--- src/rtl/cmdlink_pkg.sv ---
package cmdlink_pkg;

  localparam int CMD_BITS = 5;
  localparam int CTRL_W   = 6;
  localparam int PROG_FIX = 3;

  localparam logic [CMD_BITS-1:0] C_PROG_RESET = 5'b00001;
  localparam logic [CMD_BITS-1:0] C_LOAD_KILL  = 5'b00101;
  localparam logic [CMD_BITS-1:0] C_SHIFT_0    = 5'b00110;
  localparam logic [CMD_BITS-1:0] C_SHIFT_1    = 5'b00111;
  localparam logic [CMD_BITS-1:0] C_TRIG_ACC   = 5'b01000;
  localparam logic [CMD_BITS-1:0] C_TOKEN_CLK  = 5'b01010;
  localparam logic [CMD_BITS-1:0] C_XING_CLK   = 5'b01011;
  localparam logic [CMD_BITS-1:0] C_DATA_RESET = 5'b01100;
  localparam logic [CMD_BITS-1:0] C_SW_PRESET  = 5'b11110;
  localparam logic [CMD_BITS-1:0] C_SW_RESET   = 5'b11111;

  typedef enum logic {HUNT, TAKE_CMD} frame_state_t;

  typedef struct packed {
    logic progReset;
    logic loadKill;
    logic shiftClk;
    logic shiftVal;
    logic trigAccept;
    logic tokenClk;
    logic xingClk;
    logic dataReset;
    logic swPreset;
    logic swReset;
  } strobe_t;

  function automatic strobe_t decodeCmd(input logic [CMD_BITS-1:0] code);
    strobe_t s;
    s = '0;
    case (code)
      C_PROG_RESET: s.progReset  = 1'b1;
      C_LOAD_KILL:  s.loadKill   = 1'b1;
      C_SHIFT_0,
      C_SHIFT_1: begin
        s.shiftClk = 1'b1;
        s.shiftVal = code[0];
      end
      C_TRIG_ACC:   s.trigAccept = 1'b1;
      C_TOKEN_CLK:  s.tokenClk   = 1'b1;
      C_XING_CLK:   s.xingClk    = 1'b1;
      C_DATA_RESET: s.dataReset  = 1'b1;
      C_SW_PRESET:  s.swPreset   = 1'b1;
      C_SW_RESET:   s.swReset    = 1'b1;
      default:      s = '0;
    endcase
    return s;
  endfunction

endpackage

--- src/rtl/bmc_bit_recover.sv ---
module bmc_bit_recover #(
  parameter int OVERSAMPLE = 4
) (
  input  logic clk,
  input  logic rstN,
  input  logic lineIn,
  output logic bitValid,
  output logic bitVal,
  output logic codeViol
);

  localparam int HALF = OVERSAMPLE / 2;
  localparam int CW   = $clog2(OVERSAMPLE + 2);

  logic [2:0]    syncQ;
  logic          lineEdge;
  logic          locked;
  logic          midSeen;
  logic [CW-1:0] cnt;

  assign lineEdge = syncQ[2] ^ syncQ[1];

  always_ff @(posedge clk or negedge rstN) begin
    if (!rstN) begin
      syncQ    <= '0;
      locked   <= 1'b0;
      midSeen  <= 1'b0;
      cnt      <= '0;
      bitValid <= 1'b0;
      bitVal   <= 1'b0;
      codeViol <= 1'b0;
    end else begin
      syncQ    <= {syncQ[1:0], lineIn};
      bitValid <= 1'b0;
      codeViol <= 1'b0;
      if (!locked) begin
        if (lineEdge) begin
          locked  <= 1'b1;
          cnt     <= CW'(1);
          midSeen <= 1'b0;
        end
      end else if (lineEdge) begin
        if (cnt >= CW'(OVERSAMPLE - 1)) begin
          bitValid <= 1'b1;
          bitVal   <= midSeen;
          cnt      <= CW'(1);
          midSeen  <= 1'b0;
        end else if (cnt >= CW'(HALF - 1) && !midSeen) begin
          midSeen <= 1'b1;
          cnt     <= cnt + 1'b1;
        end else begin
          codeViol <= 1'b1;
          locked   <= 1'b0;
        end
      end else if (cnt == CW'(OVERSAMPLE + 1)) begin
        codeViol <= 1'b1;
        locked   <= 1'b0;
      end else begin
        cnt <= cnt + 1'b1;
      end
    end
  end

endmodule

--- src/rtl/cmd_frame_ctrl.sv ---
module cmd_frame_ctrl
  import cmdlink_pkg::*;
#(
  parameter int                  HDR_BITS    = 7,
  parameter logic [HDR_BITS-1:0] HDR_PATTERN = 7'b1110010
) (
  input  logic    clk,
  input  logic    rstN,
  input  logic    bitValid,
  input  logic    bitVal,
  input  logic    codeViol,
  output strobe_t strobe
);

  localparam int NW = $clog2(CMD_BITS + 1);

  frame_state_t        state;
  logic [HDR_BITS-1:0] window;
  logic [HDR_BITS-1:0] nextWin;
  logic [CMD_BITS-2:0] cmdSr;
  logic [NW-1:0]       cmdCnt;

  always_comb nextWin = {window[HDR_BITS-2:0], bitVal};

  always_ff @(posedge clk or negedge rstN) begin
    if (!rstN) begin
      state  <= HUNT;
      window <= '0;
      cmdSr  <= '0;
      cmdCnt <= '0;
      strobe <= '0;
    end else begin
      strobe <= '0;
      if (codeViol) begin
        state  <= HUNT;
        window <= '0;
        cmdCnt <= '0;
      end else if (bitValid) begin
        if (state == HUNT) begin
          if (nextWin == HDR_PATTERN) begin
            state  <= TAKE_CMD;
            window <= '0;
            cmdCnt <= '0;
          end else begin
            window <= nextWin;
          end
        end else if (cmdCnt == NW'(CMD_BITS - 1)) begin
          strobe <= decodeCmd({cmdSr, bitVal});
          state  <= HUNT;
          cmdCnt <= '0;
        end else begin
          cmdSr  <= {cmdSr[CMD_BITS-3:0], bitVal};
          cmdCnt <= cmdCnt + 1'b1;
        end
      end
    end
  end

endmodule

--- src/rtl/cmd_line_dp.sv ---
module cmd_line_dp
  import cmdlink_pkg::*;
#(
  parameter int NUM_LANES  = 4,
  parameter int RESET_HOLD = 4
) (
  input  logic                          clk,
  input  logic                          rstN,
  input  strobe_t                       strobe,
  output logic [CTRL_W-1:0]             ctrlLines,
  output logic [PROG_FIX+NUM_LANES-1:0] progLines
);

  localparam int HW = $clog2(RESET_HOLD + 1);

  logic                 trigQ, tokenQ, xingQ, dataRstQ, presetQ;
  logic                 progRstQ, loadKillQ, shiftClkQ1, shiftClkQ2;
  logic [NUM_LANES-1:0] lanesQ;
  logic [HW-1:0]        holdCnt;
  logic                 holding;

  assign holding = (holdCnt != '0);

  always_ff @(posedge clk or negedge rstN) begin
    if (!rstN) begin
      trigQ      <= 1'b0;
      tokenQ     <= 1'b0;
      xingQ      <= 1'b0;
      dataRstQ   <= 1'b0;
      presetQ    <= 1'b0;
      progRstQ   <= 1'b0;
      loadKillQ  <= 1'b0;
      shiftClkQ1 <= 1'b0;
      shiftClkQ2 <= 1'b0;
      lanesQ     <= '0;
      holdCnt    <= '0;
    end else begin
      trigQ      <= strobe.trigAccept;
      tokenQ     <= strobe.tokenClk;
      xingQ      <= strobe.xingClk;
      dataRstQ   <= strobe.dataReset;
      presetQ    <= strobe.swPreset;
      progRstQ   <= strobe.progReset;
      loadKillQ  <= strobe.loadKill;
      shiftClkQ1 <= strobe.shiftClk;
      shiftClkQ2 <= shiftClkQ1;
      if (strobe.swReset) begin
        lanesQ  <= '0;
        holdCnt <= HW'(RESET_HOLD);
      end else begin
        if (strobe.shiftClk) lanesQ <= {NUM_LANES{strobe.shiftVal}};
        if (holding) holdCnt <= holdCnt - 1'b1;
      end
    end
  end

  assign ctrlLines[0] = trigQ;
  assign ctrlLines[1] = tokenQ;
  assign ctrlLines[2] = xingQ;
  assign ctrlLines[3] = dataRstQ | holding;
  assign ctrlLines[4] = presetQ;
  assign ctrlLines[5] = holding;

  assign progLines[0] = progRstQ | holding;
  assign progLines[1] = loadKillQ;
  assign progLines[2] = shiftClkQ2;

  for (genvar i = 0; i < NUM_LANES; i++) begin : g_lane
    assign progLines[PROG_FIX+i] = lanesQ[i];
  end

endmodule

--- src/rtl/cmdlink_rx.sv ---
module cmdlink_rx
  import cmdlink_pkg::*;
#(
  parameter int                  OVERSAMPLE  = 4,
  parameter int                  HDR_BITS    = 7,
  parameter logic [HDR_BITS-1:0] HDR_PATTERN = 7'b1110010,
  parameter int                  NUM_LANES   = 4,
  parameter int                  RESET_HOLD  = 4
) (
  input  logic                          clk,
  input  logic                          rstN,
  input  logic                          lineIn,
  output logic [CTRL_W-1:0]             ctrlLines,
  output logic [PROG_FIX+NUM_LANES-1:0] progLines
);

  logic    bitValid, bitVal, codeViol;
  strobe_t strobe;

  bmc_bit_recover #(.OVERSAMPLE(OVERSAMPLE)) uRecover (
    .clk(clk), .rstN(rstN), .lineIn(lineIn),
    .bitValid(bitValid), .bitVal(bitVal), .codeViol(codeViol)
  );

  cmd_frame_ctrl #(.HDR_BITS(HDR_BITS), .HDR_PATTERN(HDR_PATTERN)) uCtrl (
    .clk(clk), .rstN(rstN), .bitValid(bitValid), .bitVal(bitVal),
    .codeViol(codeViol), .strobe(strobe)
  );

  cmd_line_dp #(.NUM_LANES(NUM_LANES), .RESET_HOLD(RESET_HOLD)) uDp (
    .clk(clk), .rstN(rstN), .strobe(strobe),
    .ctrlLines(ctrlLines), .progLines(progLines)
  );

endmodule

--- config.mk ---
export PLATFORM = sky130hd
export DESIGN_NAME = cmdlink_rx
export DESIGN_NICKNAME = d
export VERILOG_FILES = /design/src/rtl/cmdlink_pkg.sv /design/src/rtl/bmc_bit_recover.sv /design/src/rtl/cmd_frame_ctrl.sv /design/src/rtl/cmd_line_dp.sv /design/src/rtl/cmdlink_rx.sv
export SDC_FILE = /design/constraint.sdc
export NUM_CORES = 1
export LEC_CHECK = 0
export BUFFER_PORTS_ARGS = -buffer_cell sky130_fd_sc_hd__buf_2
export CORE_ASPECT_RATIO = 0.75
export CORE_MARGIN = 5
export CORE_UTILIZATION = 58
export CTS_BUF_LIST = sky130_fd_sc_hd__clkbuf_4 sky130_fd_sc_hd__clkbuf_8 sky130_fd_sc_hd__clkbuf_16
export CTS_CLUSTER_SIZE = 12
export DETAILED_ROUTE_END_ITERATION = 12
export HOLD_SLACK_MARGIN = 0.06
export PLACE_DENSITY_LB_ADDON = 0.25
export SETUP_SLACK_MARGIN = 0.4
export SLEW_MARGIN = 20
export SYNTH_ARGS = -nofsm -noshare
export SYNTH_HDL_FRONTEND = slang
export SYNTH_SLANG_ARGS = --single-unit
--- constraint.sdc ---
create_clock -name clk -period 2.1 [get_ports clk]
set_input_delay 0.21 -clock clk [delete_from_list [all_inputs] [get_ports clk]]
set_output_delay 0.21 -clock clk [all_outputs]
set_load 0.02 [all_outputs]
==> metrics.cfg, run 1 <==
[synth]
yosys_register_bits=48
synth-main-ff-cell=dfrtp_1
ys_types=39
yosysSeqAreaShare=0.597
synth-async-reset-ratio=1.00
synthesis.area_um2=2010
yosysWarnings=0
post_synth.cell_area_avg_um2=11.4
synth_edf_count=0
syn_inst=176
syn_nets=186

[route]
first_pass_iters=4
post-route-drc-count=0
routed_wirelength_um=3750
drtIter0Drc=74
drt-vias-per-instance=5.56
wl_per_cell_um=15.8
final_antenna_net_count=0
num_vias=1317

[finish]
postLayoutCoreUtil=0.706
layout-drive-gt1-share=0.299
nets=206
synthToLayoutAreaGrowth_pct=16.0
n_antenna_cell=0

[placement]
dp_hpwl_um=2350
place_congestion=0.786
port_buffers=15

[worst_setup_path]
path_delay_family=compound AO/OA/AOI/OAI gates
crit_fanout=5
path_cells=ha_2 > ha_4 > a211oi_4 > o2111a_2 > or2_2 > mux2i_1
crit_type=reg -> reg
required_ps=2270
critPathSlowestCell=dfrtp_1
critPathArrivalTime_ps=1950
critical_path_buf_inv_count=0
crit_path_max_incr_delay_ps=430
cp-end-kind=register
cp-start-kind=register

[timing]
relSlewSlack=0.608
hold_viol_final=0
tns_ps=0
maxSlewViolCount=0
clock_skew_ps=5.63
period_share=0.846
setup_viol=0
rsz0062_at_grt=yes
finalCriticalPeriod_ps=1780
worst_pin_slew_ps=588
fmax_ghz=0.563

[global_routing]
grt_pass1_wl_um=6140
grt_remaining_overflow=0
antenna_found_initial=0
grt_pass1_vias=1318
grt_max_degree=49
grt_use_total=0.171

[power_and_ir_drop]
p_sw_uw=774
p_leak_nw=1.14
p_comb_frac=0.252
power.share.clock=0.277
internal_power_mw=1.68
vdd_drop_max_uv=615
power_density_nw_per_um2=1050
swShare=0.316
p_seq_frac=0.471

[floorplanning]
die_h_um=61.0
die_area_um2=4760
die_w_um=78.0
rows=18
initial_core_util=0.608
io_pins=16
coreArea_um2=3310

[cts]
h-tree-depth=2
clock_sinks=48
clk_latency_ps=300
clkTransAtPathRegs_ps=90
cts_buffers=5
clk_path_buf_depth=2
tritoncts=yes
cts-root-buf=clkbuf_8

[outcome]
outcome=finished clean

[run]
maxCapViolCount=0

[min_path]
min-delay-path-class=reg -> reg

-- Yosys cell counts (4+ instances only) --
library cell | instances | area [µm²]
nor3b_1 | 4 | 30.0
dfrtp_1 | 48 | 1200
nand2b_1 | 4 | 25.0
nor2_1 | 12 | 45.0
nand2_1 | 17 | 63.8
mux2_2 | 4 | 45.0
ha_1 | 7 | 87.6
buf_4 | 10 | 75.1
nor3_1 | 5 | 25.0
a21oi_1 | 11 | 55.1
inv_1 | 11 | 41.3
nand3_1 | 5 | 25.0
-- worst register-to-register path: cells and delay by family, from the launching register on --
kind | cells | cell delay (ps)
adders and majority gates | 2 | 380
AOI/OAI and AO/OA | 2 | 580
DFF | 1 | 430
muxes | 1 | 100
and+or+nand+nor | 1 | 160
-- power groups by stage --
stage / combinational (mW) / clock (mW) / sequential, mW
floorplan: 0.359 / 0 / 1.13
global placement: 0.406 / 0 / 1.16
detailed placement: 0.447 / 0 / 1.17
CTS: 0.523 / 0.688 / 1.14
global route: 0.683 / 0.742 / 1.17
finish: 0.617 / 0.679 / 1.16
-- cells by family (layout without fill, tap and decap cells) --
| family | after synthesis | count (layout) | synth area share |
|---|---|---|---|
| simple gates | 61 | 61 | 0.155 |
| flops | 48 | 48 | 0.597 |
| compound gates | 25 | 25 | 0.0845 |
| buf+inv | 25 | 46 | 0.0696 |
| fa+ha+maj | 7 | 7 | 0.0435 |
| mux | 7 | 7 | 0.0373 |
| xor+xnor | 3 | 3 | 0.0131 |
-- sequential cells by signal, indices dropped and copies added (netlist names), 3 cells and up --
| register | count |
|---|---|
| uCtrl.window | 6 |
| uCtrl.strobe | 10 |
| uDp.holdCnt | 3 |
| uRecover.syncQ | 3 |
| uRecover.cnt | 3 |
| uCtrl.cmdSr | 4 |
| uCtrl.cmdCnt | 3 |
-- placed cells by master, fill, tap and decap left out, types with 2 or more instances in the layout --
cell type / count
xnor2_1: 2
nand3_1: 5
buf_2: 14
mux2_2: 4
nor3_2: 3
ha_1: 4
buf_4: 11
dfrtp_2: 2
or2_2: 3
clkbuf_8: 5
o31ai_1: 2
nor4_1: 2
and3_1: 2
dfrtp_1: 46
ha_4: 2
nor2_1: 12
nand2_1: 17
dlygate4sd3_1: 2
a21oi_1: 11
nor3b_1: 4
nor3_1: 2
mux2i_1: 3
inv_1: 9
inv_2: 2
nand2b_1: 3
-- layout make-up --
class | instances | area (µm²)
multi-input cells | 103 | 753
clock inverters | 3 | 46.3
well taps | 40 | 50.0
flip-flops and latches | 48 | 1200
inverters | 11 | 41.3
repair buffers | 27 | 173
fillers | 232 | 975
clock buffers | 5 | 68.8
-- worst paths after layout --
kind | slack, ps | from | cells after the start | endpoint
worst max-delay path | 320 | uRecover.cnt[1] | 6 | uRecover.cnt[0]
max in group asynchronous | 1140 | rstN | 3 | uRecover.cnt[2]
worst max register to register | 320 | uRecover.cnt[1] | 6 | uRecover.cnt[0]
min in group asynchronous | 540 | rstN | 3 | uDp.holdCnt[2]
worst min-delay path | 360 | uCtrl.strobe[3] | 0 | uDp.xingQ
worst min register to register | 360 | uCtrl.strobe[3] | 0 | uDp.xingQ
-- what timing repair did --
action | in CTS | in global routing
setup endpoints to repair | 6 | 12
pin swaps | 3 | 5
hold endpoints to repair | 49 | 0
gates resized for setup | 5 | 15
hold buffers | 2 | 0
setup buffers | 5 | 3
-- routing by layer --
metal	share of wire	GRT usage
met5	0	0
met4	0.016	0.0554
met3	0.048	0.0526
met2	0.51	0.304
met1	0.42	0.204
-- through the flow --
step | hold WS, ps | cell area [µm²] | total power [mW] | cells | setup WS [ps]
after floorplan | -85.6 | 2020 | 1.49 | 176 | 425
after global placement | 320 | 2060 | 1.56 | 219 | 374
after detailed placement | 321 | 2060 | 1.62 | 219 | 275
after CTS | 356 | 2250 | 2.35 | 234 | 400
after global routing | 363 | 2340 | 2.60 | 237 | 251
final | 355 | 2340 | 2.45 | 237 | 323
Note: power is estimated with default switching activity, not from simulation.
==> run 2, diff against run 1 <==
Settings changed: CORE_UTILIZATION 58 to 52.
Clock period 2.1 ns to 1.5 ns, I/O delays scaled along.
==> run 2 against run 1 <==
  * The run now ends with negative setup slack left
  * Clock skew down 2.0 ps
  * Combinational power up 73%
  * First-iteration DRC count grew 81%
  * Maximum frequency increased by 5.4%
  * Via count is 11% higher
  * Die area rose by 9.8%
  * Worst hold slack got worse by 52 ps
  * Register-to-register slack worse by 510 ps
  * Largest cell class unchanged
  * Largest power group unchanged
==> metrics.cfg, run 2 (synthesis results as in run 1) <==
[global_routing]
grt_use_total=0.187  ; +0.0156
grt_use_met1=0.239  ; +0.0343
grt.busiest_layer=met2
grt_pass1_wl_um=7440  ; +21%
antenna_found_initial=0  ; unchanged
met3_usage=0.0604  ; +0.00776
met2_usage=0.303  ; -0.000972
grt_max_degree=23  ; -53%
grt_remaining_overflow=0  ; unchanged
grt_pass1_vias=1537  ; +17%

[outcome]
outcome=finished, violations left
violations=negative setup slack

[floorplanning]
die_h_um=63.9  ; +4.7%
io_pins=16  ; unchanged
rows=19  ; +1
die_w_um=81.8  ; +4.9%
die_area_um2=5230  ; +9.8%
coreArea_um2=3710  ; +12%
initial_core_util=0.543  ; -0.0652

[timing]
clock_skew_ps=3.65  ; -1.98 ps
fin_ws_ps=-185  ; -508 ps
relSlewSlack=0.692  ; +0.0845
setup_viol=8  ; +8
hold_viol_final=0  ; unchanged
rsz0062_at_grt=yes
period_share=1.12  ; +0.277
maxSlewViolCount=0  ; unchanged
finalCriticalPeriod_ps=1690  ; -91.8 ps
hold_ws_ps=304  ; -51.7 ps
fmax_ghz=0.593  ; +5.4%
worst_pin_slew_ps=458  ; -130 ps

[route]
drt-vias-per-instance=5.27  ; -5.1%
post-route-drc-count=0  ; unchanged
first_pass_iters=4  ; unchanged
wl_per_cell_um=15.7  ; -1.1%
drtIter0Drc=134  ; +81%
final_antenna_net_count=0  ; unchanged
num_vias=1466  ; +11%
routed_wirelength_um=4360  ; +16%

[cts]
clock_sinks=48  ; unchanged
tritoncts=yes
cts_buffers=5  ; unchanged
cts-root-buf=clkbuf_8
clkTransAtPathRegs_ps=90  ; about the same
h-tree-depth=2  ; unchanged
clk_latency_ps=300  ; about the same
clk_path_buf_depth=2  ; unchanged

[finish]
nets=235  ; +14%
largestRegisters=uCtrl.strobe: 10 flops, uCtrl.window: 6 flops, uCtrl.cmdSr: 4 flops
postLayoutCoreUtil=0.785  ; +0.0798
largest-register=uCtrl.strobe
final_cell_mix=dfrtp_1, buf_4, buf_6
n_antenna_cell=0  ; unchanged
largest_reg_flops=10  ; unchanged
fill_cells=211  ; -9.1%
layout-drive-gt1-share=0.544  ; +0.245
synthToLayoutAreaGrowth_pct=44.7
mostFrequentLayoutCell=dfrtp_1
finalInstanceArea_um2=2910  ; +25%

[placement]
place_congestion=0.845  ; +7.5%
pre_cts_ws_ps=-177  ; -452 ps
port_buffers=15  ; unchanged
dp_hpwl_um=2440  ; +3.9%
placed_area_um2=2280  ; +11%

[worst_setup_path]
crit_type=reg -> reg
required_ps=1700  ; -570 ps
crit_fanout=5  ; unchanged
cp-end-kind=register
critPathArrivalTime_ps=1880  ; -70 ps
cp-start-kind=register

[power_and_ir_drop]
power_density_nw_per_um2=1300  ; +24%
p_total_mw=3.78  ; +54%
p_leak_nw=1.38  ; +21%
vdd_drop_max_uv=1140  ; +84%

[run]
maxCapViolCount=0  ; unchanged

[min_path]
min-delay-path-class=in -> async

-- run 2: final timing paths --
| kind | startpoint | end | slack [ps] | cells past startpoint |
|---|---|---|---|---|
| max in group asynchronous | rstN | uCtrl.window[1] | 700 | 3 |
| hold / removal | rstN | uDp.holdCnt[1] | 300 | 2 |
| hold reg to reg | uCtrl.strobe[1] | uDp.presetQ | 350 | 0 |
| min in group clk | uCtrl.strobe[1] | uDp.presetQ | 350 | 0 |
| setup / recovery | uRecover.cnt[1] | uRecover.cnt[1] | -190 | 6 |
| setup reg to reg | uRecover.cnt[1] | uRecover.cnt[1] | -190 | 6 |
-- run 2: repair_timing --
item,CTS,global route
hold buffers,2,0
resized for setup,48,21
setup buffers,21,3
pin swaps,13,7
endpoints found under the hold margin,17,0
endpoints found under the setup margin,34,38
-- run 2: area by class of cell --
class | count | area, µm² | share of cell area
tap | 52 | 65.1 | 0.0223
clock buffer | 5 | 68.8 | 0.0236
sequential | 48 | 1200 | 0.413
timing repair buffer | 56 | 460 | 0.158
inverter | 11 | 43.8 | 0.0150
clock inverter | 3 | 68.8 | 0.0236
multi-input combinational | 103 | 1000 | 0.345
-- run 2: where the power goes --
group	internal, mW	switching (mW)	total [mW]
Clock	0.670	0.430	1.10
Combinational	0.523	0.549	1.07
Sequential	1.44	0.163	1.61
-- run 2: worst max-delay path: stages, from the launching register on --
cell and delay, ps:
dfrtp_1 420, ha_2 210, ha_4 160, a211oi_4 250
o2111a_2 310, nor4_1 70, a21o_1 170
-- run 2: stage by stage --
stage | instances | setup TNS [ps]
2_1_floorplan | 176 | -154
3_3_place_gp | 244 | -400
3_5_place_dp | 244 | -746
6_report | 278 | -904
4_1_cts | 275 | -751
5_1_grt | 278 | -1490
-- run 2: metal layers --
layer / up-vias / wire length (µm)
met5: - / 0
met4: 0 / 108
met3: 13 / 194
met2: 34 / 2200
met1: 730 / 1850
li1: 689 / -
==> run 3, diff against run 2 <==
Clock period 1.5 ns to 1.4 ns, I/O delays scaled along.
==> run 3 against run 2 <==
  * The flow still finishes with violations (negative setup slack)
  * Final cell count grew 1.4%
  * Die area is the same
  * Sequential share of layout area down 1.3 points
  * Core utilization increased by 2.7 points
  * Clock skew increased by 4.2 ps
  * Power is 12% higher
  * Wire length grew 16%
  * Worst setup slack lost 86 ps
  * Register-to-register slack worse by 90 ps
  * Critical endpoint unchanged
  * Largest cell class unchanged
  * Highest routed layer unchanged
==> metrics.cfg, run 3 (synthesis results as in run 1) <==
[outcome]
outcome=finished, violations left
violations=negative setup slack

[cts]
clk_latency_ps=310  ; about the same
cts-root-buf=clkbuf_8
h-tree-depth=2  ; unchanged
clkTransAtPathRegs_ps=90  ; about the same
tritoncts=yes
clk_path_buf_depth=2  ; unchanged
cts_buffers=5  ; unchanged
clock_sinks=48  ; unchanged

[route]
post-route-drc-count=0  ; unchanged
drt-vias-per-instance=5.39  ; +2.3%
drtIter0Drc=131  ; -2.2%
first_pass_iters=4  ; unchanged
num_vias=1521  ; +3.8%
routed_wirelength_um=5070  ; +16%
final_antenna_net_count=0  ; unchanged
wl_per_cell_um=18.0  ; +15%

[finish]
postLayoutCoreUtil=0.812  ; +0.0270
layout-drive-gt1-share=0.600  ; +0.0558
fill_cells=200  ; -5.2%
finalNonFillerCells=282  ; +1.4%
final_cell_mix=dfrtp_1, buf_4, buf_6
synthToLayoutAreaGrowth_pct=49.7
nets=239  ; +1.7%
largestRegisters=uCtrl.strobe: 10 flops, uCtrl.window: 6 flops, uCtrl.cmdSr: 4 flops
n_antenna_cell=0  ; unchanged
largest_reg_flops=10  ; unchanged
largest-register=uCtrl.strobe
mostFrequentLayoutCell=dfrtp_1

[power_and_ir_drop]
p_sw_mw=1.37  ; +20%
vdd_drop_max_uv=1130  ; about the same
power.share.clock=0.248  ; -0.043
p_comb_frac=0.349  ; +0.065
swShare=0.322  ; +0.0199
power_density_nw_per_um2=1410  ; +8.6%
internal_power_mw=2.88  ; +9.1%
p_leak_nw=1.41  ; +1.9%
p_seq_frac=0.402  ; -0.023
p_total_mw=4.25  ; +12%

[timing]
period_share=1.19  ; +0.0699
setup_viol=17  ; +9
rsz0062_at_grt=yes
worst_pin_slew_ps=423  ; -35.1 ps
fin_ws_ps=-271  ; -85.5 ps
hold_viol_final=0  ; unchanged
clock_skew_ps=7.86  ; +4.21 ps
fmax_ghz=0.599  ; +0.87%
hold_ws_ps=354  ; +50.3 ps
relSlewSlack=0.718  ; +0.0256
maxSlewViolCount=0  ; unchanged
finalCriticalPeriod_ps=1670  ; -14.5 ps

[global_routing]
antenna_found_initial=0  ; unchanged
grt_pass1_wl_um=7570  ; +1.8%
grt_pass1_vias=1602  ; +4.2%
grt_use_total=0.191  ; +0.00374
grt_remaining_overflow=0  ; unchanged
grt_max_degree=49  ; +110%

[worst_setup_path]
cp-start-kind=register
critPathSlowestCell=dfrtp_1
path_delay_family=compound AO/OA/AOI/OAI gates
crit_type=reg -> reg
crit_path_max_incr_delay_ps=430  ; about the same
r2r_slack_ps=-270  ; -90 ps
required_ps=1600  ; -100 ps
critPathArrivalTime_ps=1870  ; about the same
r2r_cells=6  ; unchanged
path_cells=ha_2 > ha_4 > a211oi_4 > o2111a_2 > nor4_1 > a21o_1
critical_path_buf_inv_count=0  ; unchanged
crit_fanout=4  ; -1
cp-end-kind=register
worst-path-stages=6  ; unchanged

[placement]
port_buffers=15  ; unchanged
dp_hpwl_um=2640  ; +8.3%
place_congestion=0.862  ; +2.0%
dp.cells=251  ; +2.9%

[floorplanning]
die_w_um=81.8  ; unchanged
die_h_um=63.9  ; unchanged
io_pins=16  ; unchanged
coreArea_um2=3710  ; unchanged
die_area_um2=5230  ; unchanged
initial_core_util=0.543  ; unchanged
rows=19  ; unchanged

[min_path]
min-delay-path-class=in -> async

[run]
maxCapViolCount=0  ; unchanged

-- run 3: cell types whose count changed in the layout (fill, tap and decap cells not counted), moves of 3 or more --
cell / delta
buf_4: +3
a21oi_1: -4
buf_2: -4
buf_6: +4
nand2_1: -4
a21oi_2: +3
nand2_2: +3
-- run 3: layout make-up --
type / count / area [µm²] / share of cell area
clock buffers: 6 / 82.6 / 0.0274
flip-flops and latches: 48 / 1200 / 0.400
clock inverters: 2 / 38.8 / 0.0129
repair buffers: 60 / 528 / 0.175
well taps: 52 / 65.1 / 0.0216
multi-input cells: 103 / 1050 / 0.347
inverters: 11 / 47.5 / 0.0158
-- run 3: repair_timing --
item,in CTS,in global routing
setup endpoints to repair,42,42
hold buffers,2,0
cloned,0,0
pin swaps,11,12
setup buffers,12,9
endpoints found under the hold margin,49,0
gates resized for setup,59,32
-- run 3: path summary, 6_finish.rpt --
path	startpoint	endpoint
max	uRecover.cnt[1]	uRecover.cnt[1]
min	rstN	uCtrl.strobe[3]
max reg2reg	uRecover.cnt[1]	uRecover.cnt[1]
min reg2reg	uCtrl.strobe[8]	uDp.loadKillQ
max in group asynchronous	rstN	uRecover.cnt[0]
min in group clk	uCtrl.strobe[8]	uDp.loadKillQ
-- run 3: worst reg2reg max path, delay by kind of cell (launching register included) --
kind | cells | cell delay, ps
compound gates | 3 | 690
flops | 1 | 430
fa+ha+maj | 2 | 380
simple gates | 1 | 70
-- run 3: per-layer routing --
| layer | global-route usage | routed length (µm) | share of wire | vias to the layer above |
|---|---|---|---|---|
| li1 | - | - | - | 694 |
| met1 | 0.228 | 2080 | 0.41 | 784 |
| met2 | 0.337 | 2750 | 0.54 | 37 |
| met3 | 0.0478 | 193 | 0.038 | 6 |
| met4 | 0.0560 | 51 | 0.010 | 0 |
| met5 | 0 | 0 | 0 | - |
-- run 3: power by group through the flow --
stage                     combinational [mW]  sequential (mW)  clock (mW)
after global placement                 0.977             1.70           0
after detailed placement                1.04             1.72           0
after global routing                    1.60             1.73        1.13
final                                   1.48             1.71        1.05
after floorplan                        0.589             1.71           0
after CTS                               1.17             1.69        1.05
-- run 3: per-stage QoR --
step	setup TNS (ps)	setup slack [ps]	cell area, µm²
final	-2610	-271	3010
after detailed placement	-2160	-253	2340
after floorplan	-861	-171	2140
after CTS	-1910	-214	2800
after global routing	-3710	-366	3010
after global placement	-1430	-170	2340
